==> src/rtl/lane_align_pkg.sv <==
package lane_align_pkg;

   typedef enum logic [2:0] {
      LDK_SBYTE = 3'b000,
      LDK_SHALF = 3'b001,
      LDK_WORD  = 3'b010,
      LDK_UBYTE = 3'b100,
      LDK_UHALF = 3'b101
   } load_kind_e;

   typedef enum logic [2:0] {
      STK_BYTE = 3'b000,
      STK_HALF = 3'b001,
      STK_WORD = 3'b010
   } store_kind_e;

endpackage

==> src/rtl/lane_strobe_gen.sv <==
module lane_strobe_gen
   import lane_align_pkg::*;
#(
   parameter int OFFS_W = 2
) (
   input  logic              st_en,
   input  logic [2:0]        code,
   input  logic [OFFS_W-1:0] offs,
   output logic [OFFS_W-1:0] span_mask,
   output logic [(1<<OFFS_W)-1:0] strobe
);
   localparam int LANES = 1 << OFFS_W;

   logic active;

   always_comb begin
      active    = st_en;
      span_mask = '0;
      case (code)
         STK_BYTE: span_mask = '0;
         STK_HALF: span_mask = OFFS_W'(1);
         STK_WORD: span_mask = '1;
         default:  active = 1'b0;
      endcase
   end

   for (genvar g = 0; g < LANES; g++) begin : g_lane
      localparam logic [OFFS_W-1:0] LANE_ID = OFFS_W'(g);
      assign strobe[g] = active && ((LANE_ID & ~span_mask) == (offs & ~span_mask));
   end

endmodule

==> src/rtl/lane_store_steer.sv <==
module lane_store_steer #(
   parameter int XLEN   = 32,
   parameter int LANE_W = 8,
   parameter int OFFS_W = 2
) (
   input  logic [XLEN-1:0]        src,
   input  logic [OFFS_W-1:0]      span_mask,
   input  logic [(1<<OFFS_W)-1:0] strobe,
   output logic [XLEN-1:0]        wdata
);
   localparam int LANES = 1 << OFFS_W;

   for (genvar g = 0; g < LANES; g++) begin : g_lane
      localparam logic [OFFS_W-1:0] LANE_ID = OFFS_W'(g);
      logic [OFFS_W-1:0] pick;
      assign pick = LANE_ID & span_mask;
      assign wdata[g*LANE_W +: LANE_W] = strobe[g] ? src[LANE_W*pick +: LANE_W] : '0;
   end

endmodule

==> src/rtl/lane_load_extend.sv <==
module lane_load_extend
   import lane_align_pkg::*;
#(
   parameter int XLEN   = 32,
   parameter int LANE_W = 8,
   parameter int OFFS_W = 2
) (
   input  logic [XLEN-1:0]   rd_word,
   input  logic [2:0]        code,
   input  logic [OFFS_W-1:0] offs,
   output logic [XLEN-1:0]   result
);
   localparam int HALF_W = 2 * LANE_W;

   logic [LANE_W-1:0] byte_v;
   logic [HALF_W-1:0] half_v;

   assign byte_v = rd_word[LANE_W*offs +: LANE_W];
   assign half_v = rd_word[HALF_W*offs[OFFS_W-1] +: HALF_W];

   always_comb begin
      case (code)
         LDK_SBYTE: result = {{(XLEN-LANE_W){byte_v[LANE_W-1]}}, byte_v};
         LDK_UBYTE: result = {{(XLEN-LANE_W){1'b0}}, byte_v};
         LDK_SHALF: result = {{(XLEN-HALF_W){half_v[HALF_W-1]}}, half_v};
         LDK_UHALF: result = {{(XLEN-HALF_W){1'b0}}, half_v};
         LDK_WORD:  result = rd_word;
         default:   result = '0;
      endcase
   end

endmodule

==> src/rtl/lane_align_unit.sv <==
module lane_align_unit #(
   parameter int XLEN   = 32,
   parameter int LANE_W = 8
) (
   input  logic [1:0]  addr_lo,
   input  logic [31:0] ld_word,
   input  logic [2:0]  ld_funct3,
   output logic [31:0] ld_data,
   input  logic        st_en,
   input  logic [2:0]  st_funct3,
   input  logic [31:0] st_src,
   output logic [3:0]  st_strb,
   output logic [31:0] st_wdata
);
   localparam int LANES  = XLEN / LANE_W;
   localparam int OFFS_W = $clog2(LANES);

   if (XLEN != 32) begin : g_bad_xlen
      $error("lane_align_unit: XLEN must be 32");
   end
   if (LANE_W != 8) begin : g_bad_lane
      $error("lane_align_unit: LANE_W must be 8");
   end

   logic [OFFS_W-1:0] span_mask;

   lane_load_extend #(.XLEN(XLEN), .LANE_W(LANE_W), .OFFS_W(OFFS_W)) u_load (
      .rd_word (ld_word),
      .code    (ld_funct3),
      .offs    (addr_lo),
      .result  (ld_data)
   );

   lane_strobe_gen #(.OFFS_W(OFFS_W)) u_strobe (
      .st_en     (st_en),
      .code      (st_funct3),
      .offs      (addr_lo),
      .span_mask (span_mask),
      .strobe    (st_strb)
   );

   lane_store_steer #(.XLEN(XLEN), .LANE_W(LANE_W), .OFFS_W(OFFS_W)) u_steer (
      .src       (st_src),
      .span_mask (span_mask),
      .strobe    (st_strb),
      .wdata     (st_wdata)
   );

endmodule

==> config.mk <==
export PLATFORM = sky130hd
export DESIGN_NAME = lane_align_unit
export DESIGN_NICKNAME = d
export VERILOG_FILES = /design/src/rtl/lane_align_pkg.sv /design/src/rtl/lane_strobe_gen.sv /design/src/rtl/lane_store_steer.sv /design/src/rtl/lane_load_extend.sv /design/src/rtl/lane_align_unit.sv
export SDC_FILE = /design/constraint.sdc
export NUM_CORES = 1
export LEC_CHECK = 0
export BUFFER_PORTS_ARGS = -buffer_cell sky130_fd_sc_hd__buf_2
export CAP_MARGIN = 20
export CELL_PAD_IN_SITES_DETAIL_PLACEMENT = 0
export CELL_PAD_IN_SITES_GLOBAL_PLACEMENT = 1
export CORE_UTILIZATION = 25
export DETAILED_ROUTE_END_ITERATION = 16
export PLACE_DENSITY_LB_ADDON = 0.1
export SLEW_MARGIN = 25
export SYNTH_ARGS = -nofsm -noshare
export SYNTH_HDL_FRONTEND = slang
export SYNTH_HIERARCHICAL = 1
export SYNTH_SLANG_ARGS = --single-unit
==> constraint.sdc <==
create_clock -name vclk -period 3.1
set_input_delay 0.31 -clock vclk [all_inputs]
set_output_delay 0.31 -clock vclk [all_outputs]
set_load 0.02 [all_outputs]
==> out/results.txt, run 1 <==
Drt drc: 0
Flop pwr share: 0%
Core ar.: 5172 µm²
Antenna diodes: 0
Nature of the critical path endpoint: output port
Critical path class: in -> out
Sequential cell count: 0
Syn Area/Cell: 7.293 µm²
Maximum vdd drop: 59.39 µV
CP Max Fanout: 25
RSZ-0062 raised after global routing: no
Area delta synth->final: 49.72%
Storage element area: 0 µm²
Critical path required time: 2790 ps
Pre-CTS setup slack: 950.7 ps
Critical path startpoint category: input port
Starting Density: 26.37%
Fmax: 464.9 MHz
WL per Instance: 14.69 µm
Total I/O pin count: 141
# setup viols final: 0
Number of buffers added on ports: 141
DIE AREA: 5755 µm²
Switching Share: 60.08%
Die H: 75.86 µm
Die W: 75.86 µm
Worst slew pin tran: 731.3 ps
Crit-path slowest cell: a22oi_4
Netlist cell types: 35
CTS Hold Buffers Added: 0
Crit-path cells: buf_2, mux2_2, a22oi_4, o211ai_1, buf_2
Via count: 1918
P_int: 133.7 µW
Clock buffers: 0
Hold Fails Final Rpt: 0
Iter 0 DRT Violations: 64
Fill count: 543
Initial DRT Pass Iterations: 4
Grt ovf: 0
Crit share post-route: 69.38%
Multi-input logic area: 1207 µm²
Psw: 201.3 µW
Crit path top cell by count: buf_2
Min Tclk post-route: 2151 ps
Placer Congestion: 0.7624
Warnings, synthesis: 6
Final ANT Viol Nets: 0
Net count after synthesis: 260
Slew headroom: 51.25%
Max Slew Vio Count: 0
Maxcap violations: 0
Outcome: complete, no violations
Final net count: 388
Pin count of the biggest net entering global routing: 27
Setup slack after layout: 949.1 ps
Power density over the cells: 164.1 nW/µm²
Crit path max-delay family: compound AO/OA/AOI/OAI gates
Leak Pwr: 0.001080 µW
Combinational share of power: 100.0%
Crit path buf inv count: 2
GRT Total Usage: 17.86%
Final WL: 5.626 mm
Mapped Cells: 187
Ratio of cells with drive above 1 in the final layout: 49.52%
Drt via density: 5.008
Setup TNS: 0 ps
Via count of the first global-routing pass: 1687
# resized after CTS: 0
Crit path from: addr_lo[0]
First-pass GRT wire length: 8.142 mm
Max stage delay on crit path: 610 ps
Sequential area share after synthesis: 0%
Setup repair bufs after CTS: 0
Post-Synthesis Cell Area: 1364 µm²
Initial antenna violation count: 0
Critical path endpoint: ld_data[17]
Critical Path Stages: 5
HPWL after DPL: 4.520 mm
Rows: 26
Clock group share of total power: 0%
Hold WC Path Type: in -> out
CP Data Arrival Time: 1840 ps
-- cell usage after synthesis, drive strengths merged (5+ instances only) --
cell type / n / area [µm²]
and2: 9 / 56.31
mux2i: 31 / 310.3
o22ai: 8 / 50.05
o21ai: 5 / 25.02
o211ai: 16 / 120.1
nand2: 11 / 41.29
o221ai: 8 / 70.07
nand2b: 6 / 52.55
buf: 15 / 135.1
a221o: 6 / 60.06
nand3: 16 / 80.08
nor2: 11 / 41.29
nor2b: 18 / 112.6
-- layer usage --
layer / track usage [%] / vias up / share of wire (%)
met5: 0 / - / 0
met4: 0.6173 / 0 / 0.28
met3: 2.381 / 2 / 6.9
met2: 34.61 / 76 / 50
met1: 21.75 / 876 / 42
li1: - / 964 / -
-- cell families (layout without fill, tap and decap cells) --
kind of cell	count (synthesis)	after routing	share of synthesized area, %
xor+xnor	1	1	0.6423
mux	34	34	25.23
simple gates	78	78	32.29
compound gates	52	52	30.00
buf+inv	22	148	11.83
-- cell usage in the layout (no fill, tap or decap), types with 3 or more instances in the layout --
| master | instances |
|---|---|
| o22ai_1 | 8 |
| inv_1 | 3 |
| nor2b_1 | 18 |
| mux2_2 | 3 |
| a21oi_1 | 4 |
| nor2_1 | 11 |
| nand2_1 | 11 |
| buf_2 | 141 |
| buf_4 | 4 |
| and2_1 | 8 |
| o21ai_0 | 5 |
| nand3_1 | 16 |
| nand2b_1 | 4 |
| o211ai_1 | 16 |
| a221o_1 | 6 |
| o221ai_1 | 8 |
| mux2i_1 | 31 |
-- metrics by stage --
| stage | std cells | utilization [%] | total power (µW) | hold WS (ps) | instance area, µm² |
|---|---|---|---|---|---|
| 5_1_grt | 383 | 39.48 | 362.7 | 985.1 | 2042 |
| 6_report | 383 | 39.48 | 335.0 | 962.7 | 2042 |
| 4_1_cts | 383 | 39.48 | 337.6 | 963.1 | 2042 |
| 3_3_place_gp | 383 | 39.48 | 338.3 | 963.7 | 2042 |
| 3_5_place_dp | 383 | 39.48 | 336.1 | 958.2 | 2042 |
| 2_1_floorplan | 187 | - | 215.3 | 802.7 | 1364 |
-- power groups by stage --
| stage | Clock (µW) | Combinational (µW) | Sequential, µW |
|---|---|---|---|
| CTS | 0 | 338 | 0 |
| floorplan | 0 | 215 | 0 |
| global placement | 0 | 338 | 0 |
| finish | 0 | 335 | 0 |
| detailed placement | 0 | 336 | 0 |
| global route | 0 | 363 | 0 |
-- cell type report --
type	count	share of cell area, %
inverters	3	0.5515
well taps	70	4.289
multi-input cells	165	59.13
repair buffers	145	36.03
-- worst min-delay path by stage --
stage                      from          end  slack, ps  cells after the start
global placement     ld_word[1]   ld_data[1]        960                      3
detailed placement   ld_word[1]   ld_data[1]        960                      3
global route        ld_word[12]  ld_data[12]        990                      4
finish               ld_word[4]   ld_data[4]        960                      3
CTS                  ld_word[4]   ld_data[4]        960                      3
floorplan             st_src[0]  st_wdata[0]        800                      1
(Power assumes the default switching activity.)
==> inputs of run 2 (changes only) <==
--- a/config.mk
+++ b/config.mk
@@ -5,11 +5,12 @@
 export SDC_FILE = /design/constraint.sdc
 export NUM_CORES = 1
 export LEC_CHECK = 0
+export ABC_AREA = 1
 export BUFFER_PORTS_ARGS = -buffer_cell sky130_fd_sc_hd__buf_2
 export CAP_MARGIN = 20
 export CELL_PAD_IN_SITES_DETAIL_PLACEMENT = 0
 export CELL_PAD_IN_SITES_GLOBAL_PLACEMENT = 1
-export CORE_UTILIZATION = 25
+export CORE_UTILIZATION = 22
 export DETAILED_ROUTE_END_ITERATION = 16
 export PLACE_DENSITY_LB_ADDON = 0.1
 export SLEW_MARGIN = 25
==> constraint.sdc (replaced) <==
create_clock -name vclk -period 2
set_input_delay 0.2 -clock vclk [all_inputs]
set_output_delay 0.2 -clock vclk [all_outputs]
set_load 0.02 [all_outputs]
==> run 2 against run 1 <==
  * Die area rose by 34%
  * Utilization fell by 4.9 points
  * Clock-buffer cell count did not move
  * Critical endpoint is now st_wdata[25]
  * Largest cell class unchanged
==> out/results.txt, run 2 <==
Maxcap violations: 0 (unchanged)
Maximum vdd drop: 72.08 µV (was 59.39 µV)
Initial antenna violation count: 0 (unchanged)
Grt ovf: 0 (unchanged)
DIE AREA: 7730 µm² (was 5755 µm²)
Drt drc: 0 (unchanged)
Hold Fails Final Rpt: 0 (unchanged)
Pre-CTS setup slack: 324.8 ps (was 950.7 ps)
Crit path buf inv count: 3 (was 2)
Rows: 30 (was 26)
Nature of the critical path endpoint: output port (unchanged)
Syn Area/Cell: 4.331 µm² (was 7.293 µm²)
Clock buffers: 0 (unchanged)
Pin count of the biggest net entering global routing: 25 (was 27)
Final WL: 6.644 mm (was 5.626 mm)
Power density over the cells: 217.4 nW/µm² (was 164.1 nW/µm²)
Antenna diodes: 0 (unchanged)
Leak Pwr: 0.001827 µW (was 0.001080 µW)
Net count after synthesis: 448 (was 260)
# resized after CTS: 0 (unchanged)
Multi-input logic area: 1192 µm² (was 1207 µm²)
Commonest non-fill, non-tap cells in the layout: nand2_1 (149), buf_2 (141), inv_1 (79), nor2_1 (47), nand3_1 (35) (was buf_2 (141), mux2i_1 (31), nor2b_1 (18), nand3_1 (16), o211ai_1 (16))
Post-synthesis adder-cell area fraction: 0% (unchanged)
Sequential area share after synthesis: 0% (unchanged)
Warnings, synthesis: 6 (unchanged)
Starting Density: 23.39% (was 26.37%)
CP Data Arrival Time: 1460 ps (was 1840 ps)
Drt via density: 4.206 (was 5.008)
Total I/O pin count: 141 (unchanged)
Ratio of cells with drive above 1 in the final layout: 32.81% (was 49.52%)
Sequential cell count: 0 (unchanged)
GRT Total Usage: 16.32% (was 17.86%)
Core ar.: 6944 µm² (was 5172 µm²)
Die W: 87.92 µm (was 75.86 µm)
Max Slew Vio Count: 0 (unchanged)
Crit share post-route: 83.14%
Simple-gate share of the synthesized area: 63.56% (was 32.29%)
Fill count: 861 (was 543)
Outcome: complete, no violations (unchanged)
Crit path max-delay family: simple AND/OR/NAND/NOR gates (was compound AO/OA/AOI/OAI gates)
Via count: 2557 (was 1918)
Placed cell areas: 2402 µm² (was 2042 µm²)
Placer Congestion: 0.8091 (was 0.7624)
First-pass GRT wire length: 10.28 mm (was 8.142 mm)
Max stage delay on crit path: 220 ps (was 610 ps)
Yosys top cell area share: 34.44% (was 22.75%)
Largest family of logic cells by synthesized area: simple AND/OR/NAND/NOR gates (unchanged)
Top cells by count, synth: nand2_1 (149), inv_1 (79), nor2_1 (47) (was mux2i_1 (31), nor2b_1 (18), nand3_1 (16), o211ai_1 (16))
Post-Synthesis Cell Area: 1624 µm² (was 1364 µm²)
Synth top area cells: nand2_1 (34%), inv_1 (18%), nor2_1 (11%) (was mux2i_1 (23%), o211ai_1 (8.8%), nor2b_1 (8.3%))
Number of buffers added on ports: 141 (unchanged)
Via count of the first global-routing pass: 2285 (was 1687)
Crit-path slowest cell: a21oi_1 (was a22oi_4)
Multiplexer area fraction after synthesis: 0% (was 25.23%)
Most frequent cell after synthesis: nand2_1 (was mux2i_1)
Fmax: 601.4 MHz
Min Tclk post-route: 1663 ps
RSZ-0062 raised after global routing: no (unchanged)
Slew headroom: 72.13% (was 51.25%)
Critical path required time: 1800 ps (was 2790 ps)
Area delta synth->final: 47.92% (was 49.72%)
Storage element area: 0 µm² (unchanged)
Final net count: 587 (was 388)
Final ANT Viol Nets: 0 (unchanged)
Crit-path cells: buf_2, nand2_1, nand2_2, nor2_4, nor2_2, nor2_1, inv_1, a21oi_1, buf_2 (was buf_2, mux2_2, a22oi_4, o211ai_1, buf_2)
Design Power: 522.3 µW (was 335.0 µW)
Largest area contributor in the netlist: nand2_1 (was mux2i_1)
Hold WC Path Type: in -> out (unchanged)
WL per Instance: 10.93 µm (was 14.69 µm)
Worst slew pin tran: 416.6 ps (was 731.3 ps)
CTS Hold Buffers Added: 0 (unchanged)
HPWL after DPL: 5.478 mm (was 4.520 mm)
Die H: 87.92 µm (was 75.86 µm)
# setup viols final: 0 (unchanged)
Critical path startpoint category: input port (unchanged)
Iter 0 DRT Violations: 57 (was 64)
Setup slack after layout: 337.2 ps (was 949.1 ps)
Setup repair bufs after CTS: 0 (unchanged)
Mapped Cells: 375 (was 187)
CP Max Fanout: 8 (was 25)
Netlist cell types: 18 (was 35)
XOR/XNOR share of the synthesized area: 0% (was 0.6422%)
Critical path class: in -> out (unchanged)
Initial DRT Pass Iterations: 4 (unchanged)
Compound-Gate Fraction of Synth Area: 9.861% (was 30.00%)
Setup TNS: 0 ps (unchanged)
Most common cell after layout, fill and taps aside: nand2_1 (was buf_2)
Crit path top cell by count: buf_2 (unchanged)
Final Instance Area: 2402 µm² (was 2042 µm²)
[run 2: kinds of logic (layout without fill, tap and decap cells)]
logic type / Yosys count / count (layout)
simple gates: 248 / 248
compound gates: 32 / 32
buf+inv: 95 / 232
[run 2: metrics by stage]
| step | hold slack, ps | cells | util, % |
|---|---|---|---|
| floorplan | 522.3 | 375 | - |
| global placement | 726.2 | 608 | 34.59 |
| detailed placement | 725.0 | 608 | 34.59 |
| CTS | 725.5 | 608 | 34.59 |
| global route | 760.4 | 608 | 34.59 |
| finish | 723.8 | 608 | 34.59 |
[run 2: path summary, 6_finish.rpt]
kind	startpoint	end	slack (ps)	cells past startpoint
worst max-delay path	st_funct3[1]	st_wdata[25]	340	9
worst min-delay path	st_src[5]	st_wdata[5]	720	4
[run 2: report_power, final]
group	switching [µW]	internal, µW
combinational	333	190
clock	0	0
sequential	0	0
[run 2: layout make-up]
cell class,count,share of cell area [%]
inverter,81,12.86
multi-input combinational,280,49.64
tap,96,5.000
timing repair buffer,151,32.50
[run 2: routing by layer]
metal | up-vias | track usage [%] | part of all wire [%]
li1 | 1378 | - | -
met1 | 1092 | 19.91 | 44
met2 | 85 | 32.14 | 49
met3 | 2 | 1.414 | 6.2
met4 | 0 | 0.5961 | 0.32
met5 | - | 0 | 0
==> inputs of run 3 (changes only) <==
--- a/config.mk
+++ b/config.mk
@@ -5,12 +5,12 @@
 export SDC_FILE = /design/constraint.sdc
 export NUM_CORES = 1
 export LEC_CHECK = 0
-export ABC_AREA = 1
+export ABC_AREA = 0
 export BUFFER_PORTS_ARGS = -buffer_cell sky130_fd_sc_hd__buf_2
 export CAP_MARGIN = 20
 export CELL_PAD_IN_SITES_DETAIL_PLACEMENT = 0
 export CELL_PAD_IN_SITES_GLOBAL_PLACEMENT = 1
-export CORE_UTILIZATION = 22
+export CORE_UTILIZATION = 23
 export DETAILED_ROUTE_END_ITERATION = 16
 export PLACE_DENSITY_LB_ADDON = 0.1
 export SLEW_MARGIN = 25
==> constraint.sdc (replaced) <==
create_clock -name vclk -period 1.6
set_input_delay 0.16 -clock vclk [all_inputs]
set_output_delay 0.16 -clock vclk [all_outputs]
set_load 0.02 [all_outputs]
==> run 3 against run 2 <==
  * Global-route usage rose by 0.74 points
  * Sequential share of layout area did not move
  * Final area fell by 6.8%
  * Final cell count fell by 35%
  * Die area fell by 19%
==> out/results.txt, run 3 (synthesized netlist as in run 1, its figures left out) <==
Number of buffers added on ports: 141 (unchanged)
Die W: 79.01 µm (was 87.92 µm)
DIE AREA: 6242 µm² (was 7730 µm²)
Antenna diodes: 0 (unchanged)
Placed cell areas: 2138 µm² (was 2402 µm²)
CP Max Fanout: 12 (was 8)
Fmax: 636.1 MHz
P_int: 310.0 µW (was 189.5 µW)
Placer Congestion: 0.7810 (was 0.8091)
Critical path required time: 1440 ps (was 1800 ps)
Power density over the cells: 322.8 nW/µm² (was 217.4 nW/µm²)
Clock group share of total power: 0% (about the same)
Setup TNS: 0 ps (unchanged)
Initial DRT Pass Iterations: 4 (unchanged)
CTS Hold Buffers Added: 0 (unchanged)
RSZ-0062 raised after global routing: yes (was no)
Maximum vdd drop: 138.9 µV (was 72.08 µV)
# setup viols final: 0 (unchanged)
Crit path max-delay family: buffers and inverters (was simple AND/OR/NAND/NOR gates)
Ratio of cells with drive above 1 in the final layout: 53.11% (was 32.81%)
Worst slew pin tran: 463.5 ps (was 416.6 ps)
Psw: 412.9 µW (was 332.8 µW)
Max stage delay on crit path: 310 ps (was 220 ps)
Final Instance Area: 2240 µm² (was 2402 µm²)
Via count of the first global-routing pass: 1750 (was 2285)
CP Data Arrival Time: 1410 ps (was 1460 ps)
Iter 0 DRT Violations: 65 (was 57)
Clock buffers: 0 (unchanged)
First-pass GRT wire length: 8.797 mm (was 10.28 mm)
Leak Pwr: 0.001177 µW (was 0.001827 µW)
# resized after CTS: 0 (unchanged)
Drt drc: 0 (unchanged)
Rows: 27 (was 30)
Critical path startpoint category: input port (unchanged)
Hold path start: ld_word[10] (was st_src[5])
Nature of the critical path endpoint: output port (unchanged)
Max Slew Vio Count: 0 (unchanged)
Core ar.: 5608 µm² (was 6944 µm²)
Total I/O pin count: 141 (unchanged)
Final net count: 397 (was 587)
Setup repair bufs after CTS: 0 (unchanged)
Starting Density: 24.32% (was 23.39%)
Via count: 1952 (was 2557)
Critical path class: in -> out (unchanged)
Final ANT Viol Nets: 0 (unchanged)
Hold path cells: 4 (unchanged)
Drt via density: 4.954 (was 4.206)
Area delta synth->final: 64.22% (was 47.92%)
HPWL after DPL: 4.652 mm (was 5.478 mm)
GRT Total Usage: 17.06% (was 16.32%)
Maxcap violations: 0 (unchanged)
WL per Instance: 14.96 µm (was 10.93 µm)
Flop pwr share: 0% (about the same)
Storage element area: 0 µm² (unchanged)
Sequential cell count: 0 (unchanged)
Switching Share: 57.11% (was 63.71%)
Hold EP: ld_data[10] (was st_wdata[5])
Most common cell after layout, fill and taps aside: buf_2 (was nand2_1)
Outcome: complete, no violations (unchanged)
Design Power: 722.9 µW (was 522.3 µW)
Crit-path slowest cell: mux2_4 (was a21oi_1)
Slew headroom: 69.10% (was 72.13%)
Crit path buf inv count: 3 (unchanged)
Grt ovf: 0 (unchanged)
Crit share post-route: 98.25%
Combinational share of power: 100.0% (about the same)
Hold WC Path Type: in -> out (unchanged)
Final WL: 5.896 mm (was 6.644 mm)
Pin count of the biggest net entering global routing: 26 (was 25)
Hold Fails Final Rpt: 0 (unchanged)
Initial antenna violation count: 0 (unchanged)
Commonest non-fill, non-tap cells in the layout: buf_2 (138), mux2i_1 (29), nor2b_1 (18), nand3_1 (16), o211ai_1 (16) (was nand2_1 (149), buf_2 (141), inv_1 (79), nor2_1 (47), nand3_1 (35))
Die H: 79.01 µm (was 87.92 µm)
Crit-path cells: buf_4, mux2_4, a22oi_4, clkbuf_16, o211ai_1, buf_2 (was buf_2, nand2_1, nand2_2, nor2_4, nor2_2, nor2_1, inv_1, a21oi_1, buf_2)
Min Tclk post-route: 1572 ps
run 3: cell count changes in the layout (fill, tap and decap cells not counted), sizes merged, moves of 13 or more:
| cell | change |
|---|---|
| nand2 | -146 |
| inv | -78 |
| nor2 | -43 |
| mux2i | +31 |
| nand3 | -19 |
| nor2b | +18 |
| o211ai | +16 |
| a21oi | -13 |
run 3: cell type report:
class	instances	area [µm²]
multi-input cells	165	1255
repair buffers	154	883.3
well taps	72	90.09
fillers	615	3368
inverters	3	11.26
run 3: routing by layer:
layer  GRT usage (%)  vias to the layer above  share of wire, %
met5               0                        -                 0
met4           1.455                        0              0.90
met3           1.149                        4               6.6
met2           29.22                       85                45
met1           24.04                      880                47
li1                -                      983                 -
run 3: worst max-delay path by stage:
stage                 startpoint           end  slack, ps  depth (start not counted)
floorplan           ld_funct3[0]    ld_data[8]         80                          5
global placement      addr_lo[1]    ld_data[5]         40                          5
detailed placement    addr_lo[1]    ld_data[6]         10                          5
CTS                   addr_lo[1]    ld_data[6]         20                          5
global route        st_funct3[0]  st_wdata[28]        -40                          7
finish                addr_lo[0]   ld_data[26]         30                          6
run 3: metrics by stage:
step,hold slack [ps],setup slack [ps],instances,util (%)
finish,658.1,28.04,394,39.94
global route,670.7,-36.43,394,39.94
CTS,665.0,15.37,392,38.13
detailed placement,665.0,14.78,392,38.13
global placement,665.7,43.90,392,38.13
floorplan,500.8,78.42,187,-
run 3: power by group through the flow:
stage	Sequential (µW)	Combinational, µW	Clock (µW)
3_5_place_dp	0	683	0
4_1_cts	0	685	0
2_1_floorplan	0	418	0
5_1_grt	0	781	0
6_report	0	723	0
3_3_place_gp	0	686	0
